$ cat src/rtl/ssp_irq_pkg.sv
// Package: bit positions and widths shared by the status/interrupt unit.
// Assumes the consumers index status and interrupt words only through these names.
package ssp_irq_pkg;
    localparam int ST_W    = 5;
    localparam int IRQ_W   = 4;
    localparam int NSTICKY = 2;

    localparam int ST_TXE = 0;
    localparam int ST_TNF = 1;
    localparam int ST_RNE = 2;
    localparam int ST_RFF = 3;
    localparam int ST_BSY = 4;

    localparam int IRQ_OVR = 0;
    localparam int IRQ_RTO = 1;
    localparam int IRQ_RXL = 2;
    localparam int IRQ_TXL = 3;

    localparam logic [ST_W-1:0]  ST_RESET  = 5'b00011;
    localparam logic [IRQ_W-1:0] IRQ_RESET = 4'b1000;
endpackage

$ cat src/rtl/ssp_sts_decode.sv
// Status decoder: registers the five FIFO status flags from the two counts.
// Assumes counts never exceed DEPTH; updates one clock after a count change.
module ssp_sts_decode
    import ssp_irq_pkg::*;
#(
    parameter int DEPTH = 8,
    parameter int CNT_W = $clog2(DEPTH + 1)
) (
    input  logic             clk,
    input  logic             rst_n,
    input  logic [CNT_W-1:0] tx_cnt,
    input  logic [CNT_W-1:0] rx_cnt,
    output logic [ST_W-1:0]  status_q
);
    localparam logic [CNT_W-1:0] FULL = CNT_W'(DEPTH);

    logic [ST_W-1:0] status_nxt;

    // Decode each flag from the current counts.
    always_comb begin
        status_nxt         = '0;
        status_nxt[ST_TXE] = (tx_cnt == '0);
        status_nxt[ST_TNF] = (tx_cnt != FULL);
        status_nxt[ST_RNE] = (rx_cnt != '0);
        status_nxt[ST_RFF] = (rx_cnt == FULL);
        status_nxt[ST_BSY] = (tx_cnt != '0);
    end

    // Register the flags; reset shows an empty, not-full transmit side.
    always_ff @(posedge clk) begin
        if (!rst_n) status_q <= ST_RESET;
        else        status_q <= status_nxt;
    end

    AST_BUSY_WITH_DATA: assert property (@(posedge clk) disable iff (!rst_n)
        (tx_cnt != '0) |=> (status_q[ST_BSY] && !status_q[ST_TXE]));
    AST_RX_FULL_FLAGS: assert property (@(posedge clk) disable iff (!rst_n)
        (rx_cnt == FULL) |=> (status_q[ST_RFF] && status_q[ST_RNE]));
endmodule

$ cat src/rtl/ssp_irq_raw.sv
// Raw interrupt sources: two sticky event bits (write-1-to-clear, set wins)
// and two level bits that follow the FIFO counts at the half-full marks.
// Assumes event pulses last one cycle; exports the next-state word.
module ssp_irq_raw
    import ssp_irq_pkg::*;
#(
    parameter int DEPTH   = 8,
    parameter int CNT_W   = $clog2(DEPTH + 1),
    parameter int RX_MARK = DEPTH / 2,
    parameter int TX_MARK = DEPTH / 2
) (
    input  logic             clk,
    input  logic             rst_n,
    input  logic [CNT_W-1:0] tx_cnt,
    input  logic [CNT_W-1:0] rx_cnt,
    input  logic             ovr_evt,
    input  logic             rto_evt,
    input  logic             clr_we,
    input  logic [IRQ_W-1:0] clr_data,
    output logic [IRQ_W-1:0] raw_nxt,
    output logic [IRQ_W-1:0] raw_q
);
    localparam logic [CNT_W-1:0] RX_LVL = CNT_W'(RX_MARK);
    localparam logic [CNT_W-1:0] TX_LVL = CNT_W'(TX_MARK);

    logic [NSTICKY-1:0] evt;
    logic [NSTICKY-1:0] sticky_nxt;

    // Gather event pulses in bit order of the raw word.
    always_comb begin
        evt          = '0;
        evt[IRQ_OVR] = ovr_evt;
        evt[IRQ_RTO] = rto_evt;
    end

    for (genvar k = 0; k < NSTICKY; k++) begin : g_sticky
        // Next state of one sticky bit: event beats clear, else hold.
        always_comb begin
            if (evt[k])                      sticky_nxt[k] = 1'b1;
            else if (clr_we && clr_data[k])  sticky_nxt[k] = 1'b0;
            else                             sticky_nxt[k] = raw_q[k];
        end

        AST_STICKY_HOLD: assert property (@(posedge clk) disable iff (!rst_n)
            (raw_q[k] && !(clr_we && clr_data[k])) |=> raw_q[k]);
        AST_EVENT_WINS: assert property (@(posedge clk) disable iff (!rst_n)
            evt[k] |=> raw_q[k]);
        AST_CLEARED: assert property (@(posedge clk) disable iff (!rst_n)
            (clr_we && clr_data[k] && !evt[k]) |=> !raw_q[k]);
    end

    // Assemble the full next raw word from sticky and level sources.
    always_comb begin
        raw_nxt                = '0;
        raw_nxt[NSTICKY-1:0]   = sticky_nxt;
        raw_nxt[IRQ_RXL]       = (rx_cnt >= RX_LVL);
        raw_nxt[IRQ_TXL]       = (tx_cnt <= TX_LVL);
    end

    // Register the raw word; reset leaves only the transmit level set.
    always_ff @(posedge clk) begin
        if (!rst_n) raw_q <= IRQ_RESET;
        else        raw_q <= raw_nxt;
    end

    AST_RX_LEVEL: assert property (@(posedge clk) disable iff (!rst_n)
        (rx_cnt >= RX_LVL) |=> raw_q[IRQ_RXL]);
    AST_TX_LEVEL: assert property (@(posedge clk) disable iff (!rst_n)
        (tx_cnt > TX_LVL) |=> !raw_q[IRQ_TXL]);
endmodule

$ cat src/rtl/ssp_irq_mask.sv
// Mask stage: holds the mask, registers raw AND mask, and drives the line.
// Assumes raw_nxt is the value the raw register takes at the same edge.
module ssp_irq_mask
    import ssp_irq_pkg::*;
(
    input  logic             clk,
    input  logic             rst_n,
    input  logic             mask_we,
    input  logic [IRQ_W-1:0] mask_data,
    input  logic [IRQ_W-1:0] raw_nxt,
    output logic [IRQ_W-1:0] mask_q,
    output logic [IRQ_W-1:0] masked_q,
    output logic             irq_q
);
    logic [IRQ_W-1:0] mask_nxt;
    logic [IRQ_W-1:0] masked_nxt;

    // Select the mask that will hold after this edge.
    always_comb begin
        mask_nxt   = mask_we ? mask_data : mask_q;
        masked_nxt = raw_nxt & mask_nxt;
    end

    // Register mask, masked word and combined line together.
    always_ff @(posedge clk) begin
        if (!rst_n) begin
            mask_q   <= '0;
            masked_q <= '0;
            irq_q    <= 1'b0;
        end else begin
            mask_q   <= mask_nxt;
            masked_q <= masked_nxt;
            irq_q    <= |masked_nxt;
        end
    end

    AST_MASK_LOADED: assert property (@(posedge clk) disable iff (!rst_n)
        mask_we |=> (mask_q == $past(mask_data)));
    AST_LINE_MATCHES: assert property (@(posedge clk) disable iff (!rst_n)
        irq_q == (masked_q != '0));
endmodule

$ cat src/rtl/ssp_irq_unit.sv
// Top: FIFO status flags and interrupt sources for a serial port.
// Assumes counts within 0..DEPTH and single-cycle event pulses; all outputs
// are registered and lag their inputs by one clock.
module ssp_irq_unit
    import ssp_irq_pkg::*;
#(
    parameter int DEPTH = 8,
    parameter int CNT_W = $clog2(DEPTH + 1)
) (
    input  logic             clk,
    input  logic             rst_n,
    input  logic [CNT_W-1:0] tx_count,
    input  logic [CNT_W-1:0] rx_count,
    input  logic             ovr_pulse,
    input  logic             rto_pulse,
    input  logic             mask_we,
    input  logic [3:0]       mask_wdata,
    input  logic             clr_we,
    input  logic [3:0]       clr_wdata,
    output logic [4:0]       status,
    output logic [3:0]       raw_irq,
    output logic [3:0]       masked_irq,
    output logic             irq
);
    localparam int HALF = DEPTH / 2;

    logic [IRQ_W-1:0] raw_nxt;
    logic [IRQ_W-1:0] mask_q;

    ssp_sts_decode #(.DEPTH(DEPTH), .CNT_W(CNT_W)) u_sts (
        .clk      (clk),
        .rst_n    (rst_n),
        .tx_cnt   (tx_count),
        .rx_cnt   (rx_count),
        .status_q (status)
    );

    ssp_irq_raw #(.DEPTH(DEPTH), .CNT_W(CNT_W), .RX_MARK(HALF), .TX_MARK(HALF)) u_raw (
        .clk      (clk),
        .rst_n    (rst_n),
        .tx_cnt   (tx_count),
        .rx_cnt   (rx_count),
        .ovr_evt  (ovr_pulse),
        .rto_evt  (rto_pulse),
        .clr_we   (clr_we),
        .clr_data (clr_wdata),
        .raw_nxt  (raw_nxt),
        .raw_q    (raw_irq)
    );

    ssp_irq_mask u_mask (
        .clk       (clk),
        .rst_n     (rst_n),
        .mask_we   (mask_we),
        .mask_data (mask_wdata),
        .raw_nxt   (raw_nxt),
        .mask_q    (mask_q),
        .masked_q  (masked_irq),
        .irq_q     (irq)
    );

    AST_MASKED_IS_AND: assert property (@(posedge clk) disable iff (!rst_n)
        masked_irq == (raw_irq & mask_q));
endmodule

$ cat config.mk
export PLATFORM = sky130hd
export DESIGN_NAME = ssp_irq_unit
export DESIGN_NICKNAME = d
export VERILOG_FILES = /design/src/rtl/ssp_irq_pkg.sv /design/src/rtl/ssp_sts_decode.sv /design/src/rtl/ssp_irq_raw.sv /design/src/rtl/ssp_irq_mask.sv /design/src/rtl/ssp_irq_unit.sv
export SDC_FILE = /design/constraint.sdc
export NUM_CORES = 1
export LEC_CHECK = 0
export BUFFER_PORTS_ARGS = -buffer_cell sky130_fd_sc_hd__buf_4
export CAP_MARGIN = 20
export CORE_MARGIN = 5
export CORE_UTILIZATION = 39
export CTS_BUF_LIST = sky130_fd_sc_hd__clkbuf_8
export DETAILED_ROUTE_END_ITERATION = 12
export PLACE_DENSITY_LB_ADDON = 0.15
export REMOVE_ABC_BUFFERS = 1
export SYNTH_ARGS = -nofsm -noshare
export SYNTH_HDL_FRONTEND = slang
export SYNTH_HIERARCHICAL = 1
export SYNTH_SLANG_ARGS = --single-unit
$ cat constraint.sdc
create_clock -name clk -period 0.9 [get_ports clk]
set_input_delay 0.18 -clock clk [delete_from_list [all_inputs] [get_ports clk]]
set_output_delay 0.18 -clock clk [all_outputs]
set_load 0.02 [all_outputs]
==> flow_summary.yaml, run 1 <==
outcome:
  outcome: "finished, violations left"
  violations: "setup timing"
critical_path:
  worst_path_largest_cell_delay_ps: 300
  r2r-start: "u_mask/mask_q[1]"
  worstPathArrival_ps: 1050
  crit_end: "u_mask/irq_q"
  cp_cell_sequence: "mux2_4 > a22oi_2 > a21boi_1"
  slowest_stage: "dfxtp_1"
  r2r_cells: 3
  crit_buf_inv: 0
  crit_start: "u_mask/mask_q[1]"
  ff2ff_setup_slack_ps: -10
  critPathKind: "reg2reg"
  r2r-end: "u_mask/irq_q"
  setup.worst_path.start_class: "register"
  critPathTopFamily: "flip-flops"
  required_ps: 1030
  endpoint_kind: "register"
  cp.depth: 3
  cp_max_fo: 3
run:
  drv_cap: 0
clocking:
  post-cts-setup-buffers: 0
  clk_pin_slew_worst_paths_ps: 60
  cts_sinks: 18
  cts_tree: "built"
  hold_buffers: 0
  cts_made_buffers: 3
  cts_root_buf: "clkbuf_8"
  cts_buffer_depth: 2
  clock_latency_ps: 240
  htree_levels: 1
cells_and_area:
  insertedDiodeCount: 0
  fillCellCount: 130
  final_area_sq_mm: 0.00101
  nNetsFinal: 115
  area_growth_syn_to_layout_pct: 58.8
  layout-drive-gt1-share_pct: 62.0
timing:
  finalWorstSetupSlack_ps: -13.8
  final-hold-violation-count: 0
  post-route-period-util_pct: 102
  slew_headroom_pct: 85.5
  slew_violations: 0
  clock_skew_ps: 0.662
  rsz0062_at_grt: "true"
  max_freq_mhz: 1090
  worst_slew_pin_slew_ps: 215
  fin_crit_ps: 914
  setup_violations: 1
detailed_routing:
  post-route-drc-count: 0
  routedWlPerCell_um: 11.4
  viasPerCell: 4.82
  ant_nets: 0
  first_pass_iters: 3
  first_iter_violations: 4
  vias: 521
  routed_wl_um: 1230
floorplan:
  die-width_um: 50.3
  core-area_sq_mm: 0.00152
  die_y_um: 50.3
  die_area_sq_mm: 0.00253
  io_pins: 36
  initial_core_util_pct: 41.6
  rows: 14
place:
  dpl_cell_area_sq_um: 910
  io_buffers: 33
  place_hpwl_um: 997
  gp_congestion: 0.709
yosys:
  synth_top_area_share_pct: 56.8
  synth_cell_types: 22
  synth-seq-area-share_pct: 56.8
  netlist_instances: 54
  netlist_top_cells_area: "dfxtp_1, mux2_4, a22oi_2"
  yosysWarnings: 6
  yosys.area.top_type: "dfxtp_1"
  synthesis.area_sq_um: 634
  yosys_register_bits: 18
  postSynthAreaPerCell_sq_um: 11.7
global_routing:
  grt_usage_pct: 10.0
  grt_max_degree: 19
  antenna_found_initial: 0
  grt_pass1_vias: 490
  grt-ovfl-total: 0
  grt_pass1_wl_um: 1970
worst_hold_path:
  hold_class: "in2reg"
power:
  p_leak_uw: 0.000469
  peakVddDrop_mv: 1.02
  p_total_uw: 1800
  powerDensity_mw_per_mm2: 1790
-- through the flow --
step | util (%) | hold slack, ps | setup slack (ps) | cells | TNS, ps
2_1_floorplan | - | 252 | 2.71 | 54 | 0
3_3_place_gp | 59.7 | 356 | -101 | 104 | -426
3_5_place_dp | 59.7 | 357 | -108 | 104 | -480
4_1_cts | 64.0 | 93.1 | -17.0 | 108 | -17.0
5_1_grt | 66.1 | 77.3 | -58.9 | 108 | -116
6_report | 66.1 | 93.2 | -13.8 | 108 | -13.8
-- worst min path at each step --
stage           startpoint                 to  slack (ps)  cells past startpoint
3_5_place_dp   rx_count[1]  u_sts/status_q[3]         360                      2
4_1_cts        rx_count[1]  u_sts/status_q[3]          90                      2
6_report       rx_count[1]  u_sts/status_q[3]          90                      2
5_1_grt        rx_count[1]  u_sts/status_q[3]          80                      2
3_3_place_gp   rx_count[1]  u_sts/status_q[3]         360                      2
2_1_floorplan  tx_count[3]  u_sts/status_q[1]         250                      1
-- cell type report --
type                            instances  area, sq um  share of cell area [%]
Timing Repair Buffer                   34          289                    28.7
Sequential cell                        18          369                    36.6
Multi-Input combinational cell         36          274                    27.2
Tap cell                               16         20.0                    1.99
Clock buffer                            4         55.1                    5.47
-- logic make-up (layout without fill, tap and decap cells) --
group,after synthesis,in the layout,synth area share [%]
AOI/OAI and AO/OA,14,14,17.9
muxes,4,4,8.28
DFF,18,18,56.8
buffers and inverters,0,38,0
and+or+nand+nor,18,18,17.0
-- report_power, final --
| part | switching (uW) | leakage [uW] | internal, uW |
|---|---|---|---|
| logic | 128 | 0.000289 | 179 |
| registers | 18.2 | 0.000151 | 847 |
| clock network | 241 | 0.0000288 | 387 |
| total | 388 | 0.000469 | 1410 |
-- cell usage in the layout (no fill, tap or decap), types with 3 or more instances in the layout --
cell,count
nand2_1,3
clkbuf_8,4
dfxtp_1,11
and3_1,3
dfxtp_2,7
buf_4,25
o21ai_0,4
and2_1,3
buf_6,9
-- cell usage after synthesis, drive strengths merged --
| cell type | count |
|---|---|
| dfxtp | 18 |
| and2 | 5 |
| and3 | 4 |
| mux2 | 4 |
| o21ai | 4 |
| nand2 | 3 |
| a21o | 2 |
| a22oi | 2 |
| o21a | 2 |
| o21ba | 2 |
| a21boi | 1 |
| nand3 | 1 |
| nor2 | 1 |
| nor3 | 1 |
| nor4 | 1 |
| o41a | 1 |
| or2 | 1 |
| or3 | 1 |
-- what timing repair did --
item,4_1_cts,5_1_grt
hold endpoints to repair,0,0
pin swaps,2,0
setup endpoints to repair,3,12
resized for setup,4,12
-- worst register-to-register path, cell delays in order, from the launching register on --
cell and delay [ps]:
dfxtp_1 300, mux2_4 280, a22oi_2 150, a21boi_1 80
-- routing by layer --
layer / track usage, % / vias to the layer above / share of wire [%]
met5: 0 / - / 0
met4: 5.11 / 0 / 0
met3: 4.73 / 0 / 7.2
met2: 16.5 / 15 / 54
met1: 10.6 / 237 / 39
li1: - / 269 / -
-- sequential cells by signal (all words and copies together) (netlist names) --
register         flops
u_mask/mask_q        4
u_mask/masked_q      4
u_raw/raw_q          4
u_mask/irq_q         1
u_sts/status_q       5
Power figures use the tool's default switching activity.
==> run 2: changes to the inputs <==
--- a/config.mk
+++ b/config.mk
@@ -8,12 +8,11 @@
 export BUFFER_PORTS_ARGS = -buffer_cell sky130_fd_sc_hd__buf_4
 export CAP_MARGIN = 20
 export CORE_MARGIN = 5
-export CORE_UTILIZATION = 39
+export CORE_UTILIZATION = 38
 export CTS_BUF_LIST = sky130_fd_sc_hd__clkbuf_8
 export DETAILED_ROUTE_END_ITERATION = 12
 export PLACE_DENSITY_LB_ADDON = 0.15
 export REMOVE_ABC_BUFFERS = 1
 export SYNTH_ARGS = -nofsm -noshare
 export SYNTH_HDL_FRONTEND = slang
-export SYNTH_HIERARCHICAL = 1
 export SYNTH_SLANG_ARGS = --single-unit
==> run 2 against run 1 <==
  * Critical path depth is the same
  * Cell area shrank 2.4%
  * Routed wire length grew 6.7%
  * Clock-buffer cell count shrank 1
  * Register-to-register slack lost 20 ps
  * Non-clock buffer count grew 2
  * Global-route usage grew 1.2 points
  * The run still ends with setup timing left
  * Clock power shrank 15%
  * Fmax shrank 1.9%
  * Sequential power shrank 0.8%
  * Via count shrank 0.58%
==> flow_summary.yaml, run 2 <==
cells_and_area:
  stdcell_count: 111
  layout_common_cells: "buf_4, dfxtp_1, nor2_1"
  insertedDiodeCount: 0
  area_growth_syn_to_layout_pct: 66.2
  final_area_sq_um: 983
  layout-drive-gt1-share_pct: 55.8
  final_util_pct: 66.1
  largest_register: "u_sts.status_q"
  nNetsFinal: 119
  final_common_cell: "buf_4"
  largest_register_ffs: 5
run:
  drv_cap: 0
yosys:
  yosys-top-cells-count: "dfxtp_1, nor2_1"
  yosys.area.top_type: "dfxtp_1"
  yosys_register_bits: 18
  ys.flop_type: "dfxtp_1"
  netlist_top_cells_area: "dfxtp_1, nor2_1, mux2_2"
  netlist_instances: 56
  yosysWarnings: 0
  synth_cell_types: 19
  synthesis.area_sq_um: 592
  synth-seq-area-share_pct: 60.9
  async_flop_share_pct: 0
  yosysMostFrequentCell: "dfxtp_1"
  synth_top_area_share_pct: 60.9
  postSynthAreaPerCell_sq_um: 10.6
  synth-edff-count: 0
place:
  placed_cells: 108
  place_hpwl_um: 1050
  io_buffers: 33
  dpl_cell_area_sq_um: 882
  gp_congestion: 0.698
detailed_routing:
  post-route-drc-count: 0
  first_pass_iters: 3
  vias: 518
  ant_nets: 0
  viasPerCell: 4.67
  first_iter_violations: 8
  routed_wl_um: 1310
  routedWlPerCell_um: 11.8
critical_path:
  setup.worst_path.start_class: "register"
  critPathKind: "reg2reg"
  endpoint_kind: "register"
  cp_max_fo: 2
  required_ps: 1040
  worstPathArrival_ps: 1070
clocking:
  cts_sinks: 18
  clock_latency_ps: 240
  cts_root_buf: "clkbuf_8"
  htree_levels: 1
  cts_tree: "built"
  cts_made_buffers: 3
  hold_buffers: 0
  clk_pin_slew_worst_paths_ps: 60
  post-cts-setup-buffers: 0
  cts_buffer_depth: 2
floorplan:
  io_pins: 36
  initial_core_util_pct: 39.7
  rows: 14
  die_area_sq_mm: 0.00245
  core-area_sq_mm: 0.00149
  die_y_um: 49.5
  die-width_um: 49.5
timing:
  finalWorstSetupSlack_ps: -31.1
  post-route-period-util_pct: 103
  max_freq_mhz: 1070
  slew_violations: 0
  rsz0062_at_grt: "true"
  worst_slew_pin_slew_ps: 236
  setup_violations: 4
  final-hold-violation-count: 0
  fin_crit_ps: 931
  slew_headroom_pct: 84.2
  clock_skew_ps: 3.19
global_routing:
  grt_max_degree: 10
  grt_usage_pct: 11.3
  grt_pass1_vias: 518
  grt-ovfl-total: 0
  antenna_found_initial: 0
  grt_pass1_wl_um: 2180
outcome:
  outcome: "finished, violations left"
  violations: "setup timing"
power:
  powerDensity_mw_per_mm2: 1730
  combPwrFrac_pct: 18.0
  pwr-share-clk_pct: 31.4
  peakVddDrop_mv: 1.03
  seq_power_share_pct: 50.6
  p_switching_uw: 385
  p_leak_uw: 0.000461
  swShare_pct: 22.7
  p_total_uw: 1700
  p_int_uw: 1310
worst_hold_path:
  hold_class: "in2reg"
[run 2: kinds of logic after synthesis]
family / synth area share (%)
AO/OA/AOI/OAI: 9.94
buffers and inverters: 1.27
flip-flops: 60.9
multiplexers: 7.40
AND/OR/NAND/NOR: 20.5
[run 2: metal layers]
metal | GRT usage [%] | vias up | wire (um)
met3 | 6.02 | 0 | 144
met1 | 12.5 | 235 | 497
met4 | 3.93 | 0 | 0
li1 | - | 266 | -
met5 | 0 | - | 0
met2 | 18.2 | 17 | 672
[run 2: timing repair]
action                                  4_1_cts  5_1_grt
pin swaps                                     3        1
resized for setup                            10       10
gates cloned                                  0        0
endpoints found under the setup margin        4        9
[run 2: cell type report]
cell class | instances | area, sq um
fillers | 128 | 505
flip-flops and latches | 18 | 364
repair buffers | 36 | 285
multi-input cells | 36 | 265
clock buffers | 3 | 41.3
well taps | 16 | 20.0
inverters | 2 | 7.51
[run 2: worst paths after layout]
| path | depth (start not counted) | end | start | slack [ps] |
|---|---|---|---|---|
| worst max-delay path | 3 | u_mask.masked_q[0] | u_mask.mask_q[0] | -30 |
| worst min-delay path | 2 | u_sts.status_q[3] | rx_count[2] | 90 |
| worst max register to register | 3 | u_mask.masked_q[0] | u_mask.mask_q[0] | -30 |
| worst min register to register | 2 | u_mask.mask_q[1] | u_mask.mask_q[1] | 600 |
[run 2: worst max-delay path, stage by stage (launching register included)]
cell and delay [ps]:
dfxtp_1 300, mux2_4 280, and2_4 140, nor2b_1 120
[run 2: power groups by stage]
stage	Combinational [uW]	Clock [uW]	Sequential (uW)
2_1_floorplan	73.6	0	917
3_3_place_gp	268	0	871
3_5_place_dp	274	0	873
4_1_cts	294	540	855
5_1_grt	332	580	862
6_report	306	533	858
[run 2: per-stage QoR]
stage / setup TNS, ps / worst slack (ps) / hold WS (ps)
2_1_floorplan: -103 / -93.0 / 242
3_3_place_gp: -620 / -133 / 350
3_5_place_dp: -712 / -142 / 355
4_1_cts: -85.2 / -32.4 / 98.7
5_1_grt: -183 / -60.1 / 98.3
6_report: -64.3 / -31.1 / 93.2
